### src/rtl/cbu_pkg.sv
package cbu_pkg;

    typedef enum logic [2:0] {
        COND_ALWAYS = 3'd0,
        COND_EQ     = 3'd1,
        COND_NE     = 3'd2,
        COND_LT     = 3'd3,
        COND_GE     = 3'd4,
        COND_LTU    = 3'd5,
        COND_GEU    = 3'd6,
        COND_NEVER  = 3'd7
    } cbu_cond_e;

    typedef struct packed {
        logic sign;
        logic zero;
        logic borrow;
        logic ovf;
    } cbu_flags_t;

    typedef struct packed {
        cbu_flags_t flags;
        logic       taken;
        logic       taken_vld;
    } cbu_state_t;

endpackage

### src/rtl/cbu_flag_gen.sv
module cbu_flag_gen
    import cbu_pkg::*;
#(
    parameter int DATA_W = 32
) (
    input  logic [DATA_W-1:0] a_i,
    input  logic [DATA_W-1:0] b_i,
    output cbu_flags_t        flags_o
);
    localparam int MSB = DATA_W - 1;

    logic [DATA_W:0] diff_ext;

    always_comb begin
        diff_ext       = {1'b0, a_i} - {1'b0, b_i};
        flags_o.sign   = diff_ext[MSB];
        flags_o.zero   = (diff_ext[MSB:0] == '0);
        flags_o.borrow = diff_ext[DATA_W];
        flags_o.ovf    = (a_i[MSB] != b_i[MSB]) && (diff_ext[MSB] != a_i[MSB]);
    end
endmodule

### src/rtl/cbu_cond_eval.sv
module cbu_cond_eval
    import cbu_pkg::*;
(
    input  cbu_cond_e  cond_i,
    input  cbu_flags_t flags_i,
    output logic       taken_o
);
    always_comb begin
        unique case (cond_i)
            COND_ALWAYS: taken_o = 1'b1;
            COND_EQ:     taken_o = flags_i.zero;
            COND_NE:     taken_o = !flags_i.zero;
            COND_LT:     taken_o = flags_i.sign != flags_i.ovf;
            COND_GE:     taken_o = flags_i.sign == flags_i.ovf;
            COND_LTU:    taken_o = flags_i.borrow;
            COND_GEU:    taken_o = !flags_i.borrow;
            default:     taken_o = 1'b0;
        endcase
    end
endmodule

### src/rtl/cmp_branch_unit.sv
module cmp_branch_unit
    import cbu_pkg::*;
#(
    parameter int DATA_W = 32,
    parameter int COND_W = 3
) (
    input  logic              clk,
    input  logic              rst_n,
    input  logic              cmp_valid,
    input  logic [DATA_W-1:0] opnd_a,
    input  logic [DATA_W-1:0] opnd_b,
    input  logic              br_valid,
    input  logic              br_fused,
    input  logic [COND_W-1:0] br_cond,
    output logic [3:0]        flags_o,
    output logic              taken_o,
    output logic              taken_valid_o
);
    cbu_state_t st_d, st_q;
    cbu_flags_t live_flags;
    cbu_flags_t sel_flags;
    logic       decide;

    // The compare and the fused branch share one subtractor.
    cbu_flag_gen #(.DATA_W(DATA_W)) u_flag_gen (
        .a_i     (opnd_a),
        .b_i     (opnd_b),
        .flags_o (live_flags)
    );

    // One condition decoder serves both branch forms.
    cbu_cond_eval u_cond_eval (
        .cond_i  (cbu_cond_e'(br_cond)),
        .flags_i (sel_flags),
        .taken_o (decide)
    );

    always_comb begin
        sel_flags = br_fused ? live_flags : st_q.flags;
        st_d      = st_q;
        if (cmp_valid) begin
            st_d.flags = live_flags;
        end
        st_d.taken_vld = br_valid;
        st_d.taken     = br_valid && decide;
    end

    always_ff @(posedge clk) begin
        if (!rst_n) begin
            st_q <= '0;
        end else begin
            st_q <= st_d;
        end
    end

    assign flags_o       = st_q.flags;
    assign taken_o       = st_q.taken;
    assign taken_valid_o = st_q.taken_vld;
endmodule

### config.mk
export PLATFORM = sky130hd
export DESIGN_NAME = cmp_branch_unit
export DESIGN_NICKNAME = d
export VERILOG_FILES = /design/src/rtl/cbu_pkg.sv /design/src/rtl/cbu_flag_gen.sv /design/src/rtl/cbu_cond_eval.sv /design/src/rtl/cmp_branch_unit.sv
export SDC_FILE = /design/constraint.sdc
export NUM_CORES = 1
export LEC_CHECK = 0
export ABC_CLOCK_PERIOD_IN_PS = 3890
export BUFFER_PORTS_ARGS = -buffer_cell sky130_fd_sc_hd__clkbuf_2
export CORE_MARGIN = 8
export CORE_UTILIZATION = 35
export DETAILED_ROUTE_END_ITERATION = 8
export SYNTH_ARGS = -nofsm -noshare
export SYNTH_HDL_FRONTEND = slang
export SYNTH_SLANG_ARGS = --single-unit
### constraint.sdc
create_clock -name clk -period 3.89 [get_ports clk]
set_clock_uncertainty 0.1 [all_clocks]
set_input_delay 0.5835 -clock clk [delete_from_list [all_inputs] [get_ports clk]]
set_output_delay 0.5835 -clock clk [all_outputs]
set_load 0.005 [all_outputs]
==> flow_metrics.env, run 1 <==
export IMPL_reg2reg_from="flags_o[3]"
export IMPL_drtIter0Drc=159
export IMPL_timing_final_crit_period_ns=3.67
export IMPL_met1_usage_pct=18.4
export IMPL_fmax_mhz=273
export IMPL_synth_edf_count=0
export IMPL_grt_overflow_total=0
export IMPL_cp_slowest_cell="fa_1"
export IMPL_die_y_um=107
export IMPL_ys_flop_type="dfxtp_1"
export IMPL_reg2reg_slack_ns=2.10
export IMPL_crit_chain="clkbuf_2, inv_1, ha_1, fa_1, and2b_4, o2111ai_2, a21oi_2, a221o_2, a21oi_1, a211o_1, a21boi_0, o2111ai_1, o21ai_2, a211oi_2, a211oi_2"
export IMPL_nets=589
export IMPL_r2r_end="taken_o"
export IMPL_crit_arrival_ns=3.71
export IMPL_ys_seq_elements=6
export IMPL_synth_cell_type_count=74
export IMPL_critPathCaptureType="flip-flop"
export IMPL_synthesis_instances=415
export IMPL_holdPathEnd="flags_o[1]"
export IMPL_rsz0062_at_grt="false"
export IMPL_min_from="flags_o[1]"
export IMPL_ir_worst_vdd_uv=250
export IMPL_tightest_slew_ns=0.586
export IMPL_finalSetupTns_ns=0
export IMPL_fin_crit_sh_pct=94.3
export IMPL_viasPerCell=5.62
export IMPL_numPortBuffers=77
export IMPL_drt_total_wl_um=8880
export IMPL_grt_pass1_wl_um=14400
export IMPL_status="completed"
export IMPL_yosys_area_top_type_share_pct=13.8
export IMPL_use_met3_pct=1.32
export IMPL_grt_pass1_vias=3189
export IMPL_yosys_warnings=0
export IMPL_leakage_nw=1.62
export IMPL_start_kind="input pin"
export IMPL_num_io_pins=78
export IMPL_setup_viol=0
export IMPL_clock_latency_ns=0.22
export IMPL_post_place_ws_ns=-0.0716
export IMPL_synth_area_top_cells="ha_1 14%, a21oi_1 6.2%, inv_1 5.8%"
export IMPL_antenna_cells=0
export IMPL_grt_max_degree=15
export IMPL_criticalPathCategory="input pin to flip-flop"
export IMPL_syn_nets=520
export IMPL_die_w_um=107
export IMPL_clockBufferDepth=2
export IMPL_use_met2_pct=26.4
export IMPL_gp_congestion=0.926
export IMPL_hold_path_class="flip-flop to flip-flop"
export IMPL_place_area_um2=3330
export IMPL_rr_worst_depth=6
export IMPL_fillers=874
export IMPL_cts_root_buf="clkbuf_8"
export IMPL_worstPathRequired_ns=3.93
export IMPL_synth_common_cells="45 x inv_1, 36 x a21oi_1, 33 x nand2_1, 33 x nor2_1, 32 x ha_1"
export IMPL_syn_to_final_growth_pct=16.3
export IMPL_critPathMaxFanout=6
export IMPL_vias=3297
export IMPL_post_cts_setup_buffers=0
export IMPL_num_rows=33
export IMPL_critPathBufInv=2
export IMPL_ant_nets=0
export IMPL_dp_hpwl_um=7720
export IMPL_numCtsBuffers=3
export IMPL_fin_ws_ns=0.223
export IMPL_cp_common_cell="a211oi_2"
export IMPL_synth_area_um2=2900
export IMPL_critPathMaxStageDelay_ns=0.44
export IMPL_seq_area_frac_synth_pct=4.14
export IMPL_clkSinkCount=6
export IMPL_busiest_layer="met2"
export IMPL_async_reset_ff_share_pct=0
export IMPL_max_cap_violations=0
export IMPL_dr_pass1_iters=4
export IMPL_drive_gt1_share_pct=25.7
export IMPL_clk_pin_slew_ns=0.04
export IMPL_p_per_area_nw_per_um2=197
export IMPL_whs_path_depth=2
export IMPL_antenna_found_initial=0
export IMPL_grt_use_total_pct=14.7
export IMPL_start_util_pct=35.7
export IMPL_relSlewSlack_pct=60.4
export IMPL_htreeDepth=1
export IMPL_hold_viol=0
export IMPL_avgSynthCellArea_um2=7.00
export IMPL_cts_tree="done"
export IMPL_synth_top_cell_by_area="ha_1"
export IMPL_fin_area_um2=3380
export IMPL_utilization_pct=41.5
export IMPL_routedWlPerCell_um=15.1
export IMPL_crit_family="compound AO/OA/AOI/OAI gates"
export IMPL_core_area_um2=8130
export IMPL_yosysMostFrequentCell="inv_1"
export IMPL_drv_slew=0
export IMPL_post_route_drc_count=0
export IMPL_die_area_um2=11500
[cell type report]
| type | instances | area [um^2] | share of cell area, % |
|---|---|---|---|
| repair buffers | 84 | 438 | 13.0 |
| clock buffers | 3 | 41.3 | 1.22 |
| flip-flops and latches | 6 | 120 | 3.56 |
| inverters | 45 | 169 | 5.00 |
| multi-input cells | 344 | 2480 | 73.4 |
| well taps | 105 | 131 | 3.89 |
[repair_timing]
action	4_1_cts	5_1_grt
endpoints found under the setup margin	0	1
hold buffers	0	0
endpoints found under the hold margin	0	0
resized for setup	0	1
[sequential cells by signal, summed over array words and instances (netlist names)]
name and flops:
flags_o 4, taken_valid_o 1, taken_o 1
[cell usage in the layout (no fill, tap or decap), types with 11 or more instances in the layout]
| cell | netlist | final |
|---|---|---|
| a21oi_1 | 36 | 36 |
| nor3_1 | 11 | 11 |
| o21a_1 | 11 | 11 |
| nor2_1 | 33 | 33 |
| o21ai_0 | 12 | 12 |
| clkbuf_2 | 0 | 77 |
| nand3_1 | 18 | 18 |
| nand2_1 | 33 | 33 |
| ha_1 | 32 | 32 |
| inv_1 | 45 | 45 |
[layer usage]
layer	vias to the layer above	wire length, um
met5	-	0
met3	12	370
met4	0	173
met2	91	4420
met1	1514	3920
li1	1680	-
[worst register-to-register path, cell delays in order (launching register included)]
cell and delay, ns:
dfxtp_1 0.35, xor2_1 0.14, o21ai_0 0.09, a31oi_1 0.33, o22ai_1 0.16, a221oi_1 0.39, a211oi_2 0.11
[report_power, final]
| group | switching [mW] | internal, mW | total (mW) |
|---|---|---|---|
| clock network | 0.0244 | 0.0663 | 0.0906 |
| registers | 0.00274 | 0.0659 | 0.0687 |
| logic | 0.295 | 0.210 | 0.505 |
[cell families after synthesis]
kind of cell    synth area share [%]
simple gates                    25.8
xor+xnor                        3.92
compound gates                  38.9
flops                           4.14
buf+inv                         10.7
mux                             2.07
fa+ha+maj                       14.5
[metrics by stage]
step / hold WS (ns) / power (mW) / cells
after floorplan: 0.383 / 0.441 / 415
after global placement: 0.391 / 0.564 / 584
after detailed placement: 0.396 / 0.567 / 584
after CTS: 0.405 / 0.662 / 587
after global routing: 0.417 / 0.725 / 587
final: 0.404 / 0.665 / 587
[how the worst max path moves through the flow]
stage	slack, ns	start	end	depth (start not counted)
CTS	0.14	opnd_a[0]	taken_o	14
detailed placement	-0.07	opnd_a[0]	taken_o	14
global placement	0.05	opnd_a[0]	taken_o	14
finish	0.22	opnd_a[0]	taken_o	15
global route	0.08	opnd_a[0]	taken_o	14
floorplan	0.38	opnd_a[0]	taken_o	13
Note: power is estimated with default switching activity, not from simulation.
==> run 2, diff against run 1 <==
- ABC_AREA: unset -> 1
- BUFFER_PORTS_ARGS: -buffer_cell sky130_fd_sc_hd__clkbuf_2 -> -buffer_cell sky130_fd_sc_hd__buf_2
==> run 2 against run 1 <==
  * First-iteration DRC count up 36%
  * Flip-flop and latch count stayed put
  * Sequential share of layout area shrank 0.59 points
==> flow_metrics.env, run 2 <==
export IMPL_clk_pin_slew_ns=0.03
export IMPL_worstPathRequired_ns=3.89
export IMPL_cts_tree="done"
export IMPL_post_cts_setup_buffers=0
export IMPL_largest_reg_flops=4
export IMPL_status="completed"
export IMPL_fin_ws_ns=1.15
export IMPL_yosys_warnings=0
export IMPL_ctsHoldBuffers=0
export IMPL_drtIter0Drc=217
export IMPL_vias=4089
export IMPL_leakage_nw=2.68
export IMPL_clock_latency_ns=0.22
export IMPL_rsz0062_at_grt="false"
export IMPL_grt_overflow_total=0
export IMPL_finalSetupTns_ns=0
export IMPL_post_place_ws_ns=0.900
export IMPL_dr_pass1_iters=5
export IMPL_grt_max_degree=9
export IMPL_drt_total_wl_um=9920
export IMPL_gp_congestion=0.899
export IMPL_layout_commonest_cell="nand2_1"
export IMPL_synth_area_um2=3460
export IMPL_synth_top_cell_by_area="nand2_1"
export IMPL_num_rows=36
export IMPL_crit_arrival_ns=2.74
export IMPL_drive_gt1_share_pct=18.3
export IMPL_dp_hpwl_um=9050
export IMPL_synth_common_cells="276 x nand2_1, 167 x inv_1, 63 x nor2_1"
export IMPL_hold_path_class="flip-flop to flip-flop"
export IMPL_ys_seq_elements=6
export IMPL_tightest_slew_ns=0.371
export IMPL_criticalPathCategory="input pin to flip-flop"
export IMPL_instances_no_fill=924
export IMPL_synthesis_instances=712
export IMPL_critPathMaxFanout=3
export IMPL_syn_nets=817
export IMPL_start_util_pct=35.8
export IMPL_setup_viol=0
export IMPL_antenna_cells=0
export IMPL_start_kind="input pin"
export IMPL_core_area_um2=9680
export IMPL_numPortBuffers=77
export IMPL_p_per_area_nw_per_um2=175
export IMPL_antenna_found_initial=0
export IMPL_yosysMostFrequentCell="nand2_1"
export IMPL_nets=898
export IMPL_synth_cell_type_count=30
export IMPL_syn_to_final_growth_pct=16.9
export IMPL_numCtsBuffers=3
export IMPL_post_route_drc_count=0
export IMPL_critPathCaptureType="flip-flop"
export IMPL_async_reset_ff_share_pct=0
export IMPL_fmax_mhz=364
export IMPL_cts_root_buf="clkbuf_8"
export IMPL_htreeDepth=1
export IMPL_timing_final_crit_period_ns=2.74
export IMPL_ys_flop_type="dfxtp_1"
export IMPL_layout_common_cells="276 x nand2_1, 167 x inv_1, 77 x buf_2, 63 x nor2_1, 42 x nand3_1"
export IMPL_routedWlPerCell_um=10.7
export IMPL_drv_slew=0
export IMPL_fin_crit_sh_pct=70.5
export IMPL_hold_viol=0
export IMPL_holdWs_ns=0.411
export IMPL_whs_path_depth=2
export IMPL_grt_pass1_wl_um=17300
export IMPL_avgSynthCellArea_um2=4.87
export IMPL_synth_edf_count=0
export IMPL_die_w_um=115
export IMPL_die_area_um2=13300
export IMPL_clkSinkCount=6
export IMPL_ctsResizeCount=0
export IMPL_num_io_pins=78
export IMPL_ant_nets=0
export IMPL_dp_cells=921
export IMPL_relSlewSlack_pct=75.2
export IMPL_clockBufferDepth=2
export IMPL_p_total_mw=0.710
export IMPL_grt_use_total_pct=15.5
export IMPL_yosys_area_top_type_share_pct=29.9
export IMPL_max_cap_violations=0
export IMPL_grt_pass1_vias=3977
export IMPL_synth_area_top_cells="nand2_1 30%, inv_1 18%, ha_1 12%"
export IMPL_fillers=1171
export IMPL_rr_worst_depth=7
export IMPL_die_y_um=115
export IMPL_viasPerCell=4.43
export IMPL_seq_area_frac_synth_pct=3.47
export IMPL_ir_worst_vdd_uv=100
-- run 2: report_power, final --
group / switching [mW] / leakage [nW] / total (mW) / internal (mW)
Clock: 0.0246 / 0.0216 / 0.0909 / 0.0663
Combinational: 0.351 / 2.61 / 0.550 / 0.199
Sequential: 0.00279 / 0.0497 / 0.0691 / 0.0663
Total: 0.379 / 2.68 / 0.710 / 0.332
-- run 2: critical path: stages --
cell and delay, ns:
buf_2 0.07, inv_1 0.03, ha_1 0.21, fa_1 0.41
inv_1 0.12, nand3_1 0.08, nand3_1 0.12, nand3_1 0.13
nand3_2 0.12, nand2_1 0.08, nand3_1 0.11, nand2_1 0.06
nor2_1 0.10, nand2_1 0.06, nor2_1 0.10, nand3_1 0.07
nand2_1 0.06, nand3_1 0.07, nand3_2 0.08, a21oi_2 0.05
-- run 2: worst paths after layout --
path	to	slack [ns]	startpoint
worst min-delay path	flags_o[3]	0.41	flags_o[3]
worst min register to register	flags_o[3]	0.41	flags_o[3]
worst max-delay path	taken_o	1.15	opnd_a[0]
worst max register to register	taken_o	2.74	flags_o[1]
-- run 2: per-stage QoR --
step,util (%),cell area (um^2)
2_1_floorplan,-,3460
3_3_place_gp,41.4,4010
3_5_place_dp,41.4,4010
4_1_cts,41.8,4050
5_1_grt,41.8,4050
6_report,41.8,4050
-- run 2: logic make-up after synthesis --
logic type / after synthesis / synth area share [%]
simple gates: 451 / 57.1
buf+inv: 181 / 19.8
compound gates: 34 / 5.81
fa+ha+maj: 33 / 12.1
flops: 6 / 3.47
xor+xnor: 7 / 1.77
-- run 2: cell type report --
type / instances / area, um^2 / area share (%)
clock buffer: 3 / 41.3 / 1.02
inverter: 180 / 677 / 16.7
multi-input combinational: 525 / 2660 / 65.7
sequential: 6 / 120 / 2.97
tap: 133 / 166 / 4.11
timing repair buffer: 77 / 385 / 9.52
-- run 2: per-layer routing --
| layer | global-route usage [%] | vias to the layer above | share of wire (%) |
|---|---|---|---|
| li1 | - | 2296 | - |
| met1 | 20.1 | 1721 | 50 |
| met2 | 27.4 | 66 | 45 |
| met3 | 1.30 | 6 | 4.4 |
| met4 | 2.63 | 0 | 0.76 |
| met5 | 0 | - | 0 |
==> run 3, diff against run 2 <==
- ABC_CLOCK_PERIOD_IN_PS: 3890 -> 2500
- clock period: 3.89 -> 2.5 ns (I/O delays scaled with it)
==> run 3 against run 2 <==
  * Via count is 7.7% higher
  * Flip-flop and latch count stayed put
  * Routed wire length is 7.5% higher
  * Combinational power is 110% higher
  * First-iteration DRC count is 5.5% lower
  * Die area stayed put
  * Register-to-register slack worse by 1.4 ns
  * Critical path depth is 2 lower
  * Hold slack worse by 0.15 ns
  * Critical path type unchanged
  * Highest routed layer unchanged
==> flow_metrics.env, run 3 (same netlist as run 2, synthesis figures left out) <==
export IMPL_vias=4402
export IMPL_criticalPathCategory="input pin to flip-flop"
export IMPL_gp_congestion=0.921
export IMPL_critPathMaxStageDelay_ns=0.34
export IMPL_post_route_drc_count=0
export IMPL_relSlewSlack_pct=80.6
export IMPL_dp_cells=988
export IMPL_num_io_pins=78
export IMPL_ant_nets=0
export IMPL_hold_viol=0
export IMPL_drv_slew=0
export IMPL_layout_common_cells="258 x nand2_1, 165 x inv_1, 77 x buf_2, 68 x buf_4, 53 x nor2_1"
export IMPL_status="completed"
export IMPL_routedWlPerCell_um=10.7
export IMPL_cp_slowest_cell="ha_1"
export IMPL_p_per_area_nw_per_um2=277
export IMPL_antenna_found_initial=0
export IMPL_dp_hpwl_um=9460
export IMPL_grt_use_total_pct=15.8
export IMPL_core_area_um2=9680
export IMPL_start_util_pct=35.8
export IMPL_critPathCaptureType="flip-flop"
export IMPL_clkSinkCount=6
export IMPL_htreeDepth=1
export IMPL_die_w_um=115
export IMPL_clockBufferDepth=2
export IMPL_critPathMaxFanout=4
export IMPL_tightest_slew_ns=0.288
export IMPL_drtIter0Drc=205
export IMPL_num_rows=36
export IMPL_grt_max_degree=9
export IMPL_viasPerCell=4.44
export IMPL_leakage_nw=3.06
export IMPL_syn_to_final_growth_pct=44.0
export IMPL_grt_pass1_vias=4156
export IMPL_start_kind="input pin"
export IMPL_largest_reg_flops=4
export IMPL_die_area_um2=13300
export IMPL_grt_overflow_total=0
export IMPL_drt_total_wl_um=10700
export IMPL_die_y_um=115
export IMPL_layout_commonest_cell="nand2_1"
export IMPL_clk_pin_slew_ns=0.04
export IMPL_cts_root_buf="clkbuf_8"
export IMPL_antenna_cells=0
export IMPL_dr_pass1_iters=4
export IMPL_numPortBuffers=77
export IMPL_cp_common_cell="nand2_1"
export IMPL_setup_viol=0
export IMPL_cts_tree="done"
export IMPL_fmax_mhz=426
export IMPL_ctsHoldBuffers=0
export IMPL_numCtsBuffers=3
export IMPL_nets=966
export IMPL_fin_crit_sh_pct=94.0
export IMPL_utilization_pct=51.5
export IMPL_clock_latency_ns=0.22
export IMPL_hold_path_class="input pin to flip-flop"
export IMPL_timing_final_crit_period_ns=2.35
export IMPL_worstPathRequired_ns=2.50
export IMPL_crit_arrival_ns=2.35
export IMPL_max_cap_violations=0
export IMPL_drive_gt1_share_pct=33.2
export IMPL_instances_no_fill=992
export IMPL_grt_pass1_wl_um=17600
export IMPL_crit_chain="buf_2, ha_1, nand2_1, inv_1, nand2_1, nand2_1, clkinv_1, nand2_1, a21oi_2, nand2_1, nand2_1, nand3_2, o21ai_2, o21ai_1, o211ai_1, nand2_1, nor2_2, a21oi_2"
export IMPL_ir_worst_vdd_uv=148
-- run 3: cell count changes in the layout (fill, tap and decap cells not counted), sizes merged --
cell  before  now
buf       77  145
-- run 3: routing by layer --
layer	vias to the layer above	track usage, %	part of all wire (%)
met3	17	1.46	4.4
met1	1876	19.5	47
met5	-	0	0
met2	87	28.3	47
li1	2422	-	-
met4	0	4.38	1.7
-- run 3: what timing repair did --
item / 4_1_cts / 5_1_grt
endpoints found under the setup margin: 0 / 2
setup buffers: 0 / 1
gates resized for setup: 0 / 89
-- run 3: where the power goes --
part           leakage [nW]  internal [mW]  switching, mW
Combinational          2.99          0.492          0.633
Clock                0.0216          0.104         0.0427
Sequential           0.0497          0.103        0.00463
-- run 3: area by class of cell --
| cell class | count | area (um^2) |
|---|---|---|
| fillers | 1085 | 4700 |
| multi-input cells | 525 | 3090 |
| repair buffers | 145 | 896 |
| inverters | 180 | 677 |
| well taps | 133 | 166 |
| flip-flops and latches | 6 | 120 |
| clock buffers | 3 | 41.3 |
-- run 3: path summary, 6_finish.rpt --
path / endpoint / cells past startpoint / startpoint / slack (ns)
min reg2reg: flags_o[3] / 2 / flags_o[3] / 0.41
max: taken_o / 18 / opnd_a[19] / 0.15
min: taken_valid_o / 3 / br_valid / 0.27
max reg2reg: taken_o / 8 / flags_o[3] / 1.37
-- run 3: worst max-delay path, delay by kind of cell --
family                     cells  cell delay (ns)
and+or+nand+nor                9             0.84
AOI/OAI and AO/OA              5             0.59
buffers and inverters          3             0.21
adders and majority gates      1             0.34
-- run 3: metrics by stage --
step	hold WS (ns)	worst slack (ns)	instance area [um^2]	TNS, ns	power (mW)
global placement	0.406	-0.195	4510	-0.240	1.11
CTS	0.261	0.00512	4550	0	1.27
finish	0.265	0.151	4990	0	1.38
floorplan	0.368	0.119	3460	0	0.739
global route	0.281	-0.0191	4990	-0.0191	1.54
detailed placement	0.406	-0.214	4510	-0.278	1.12
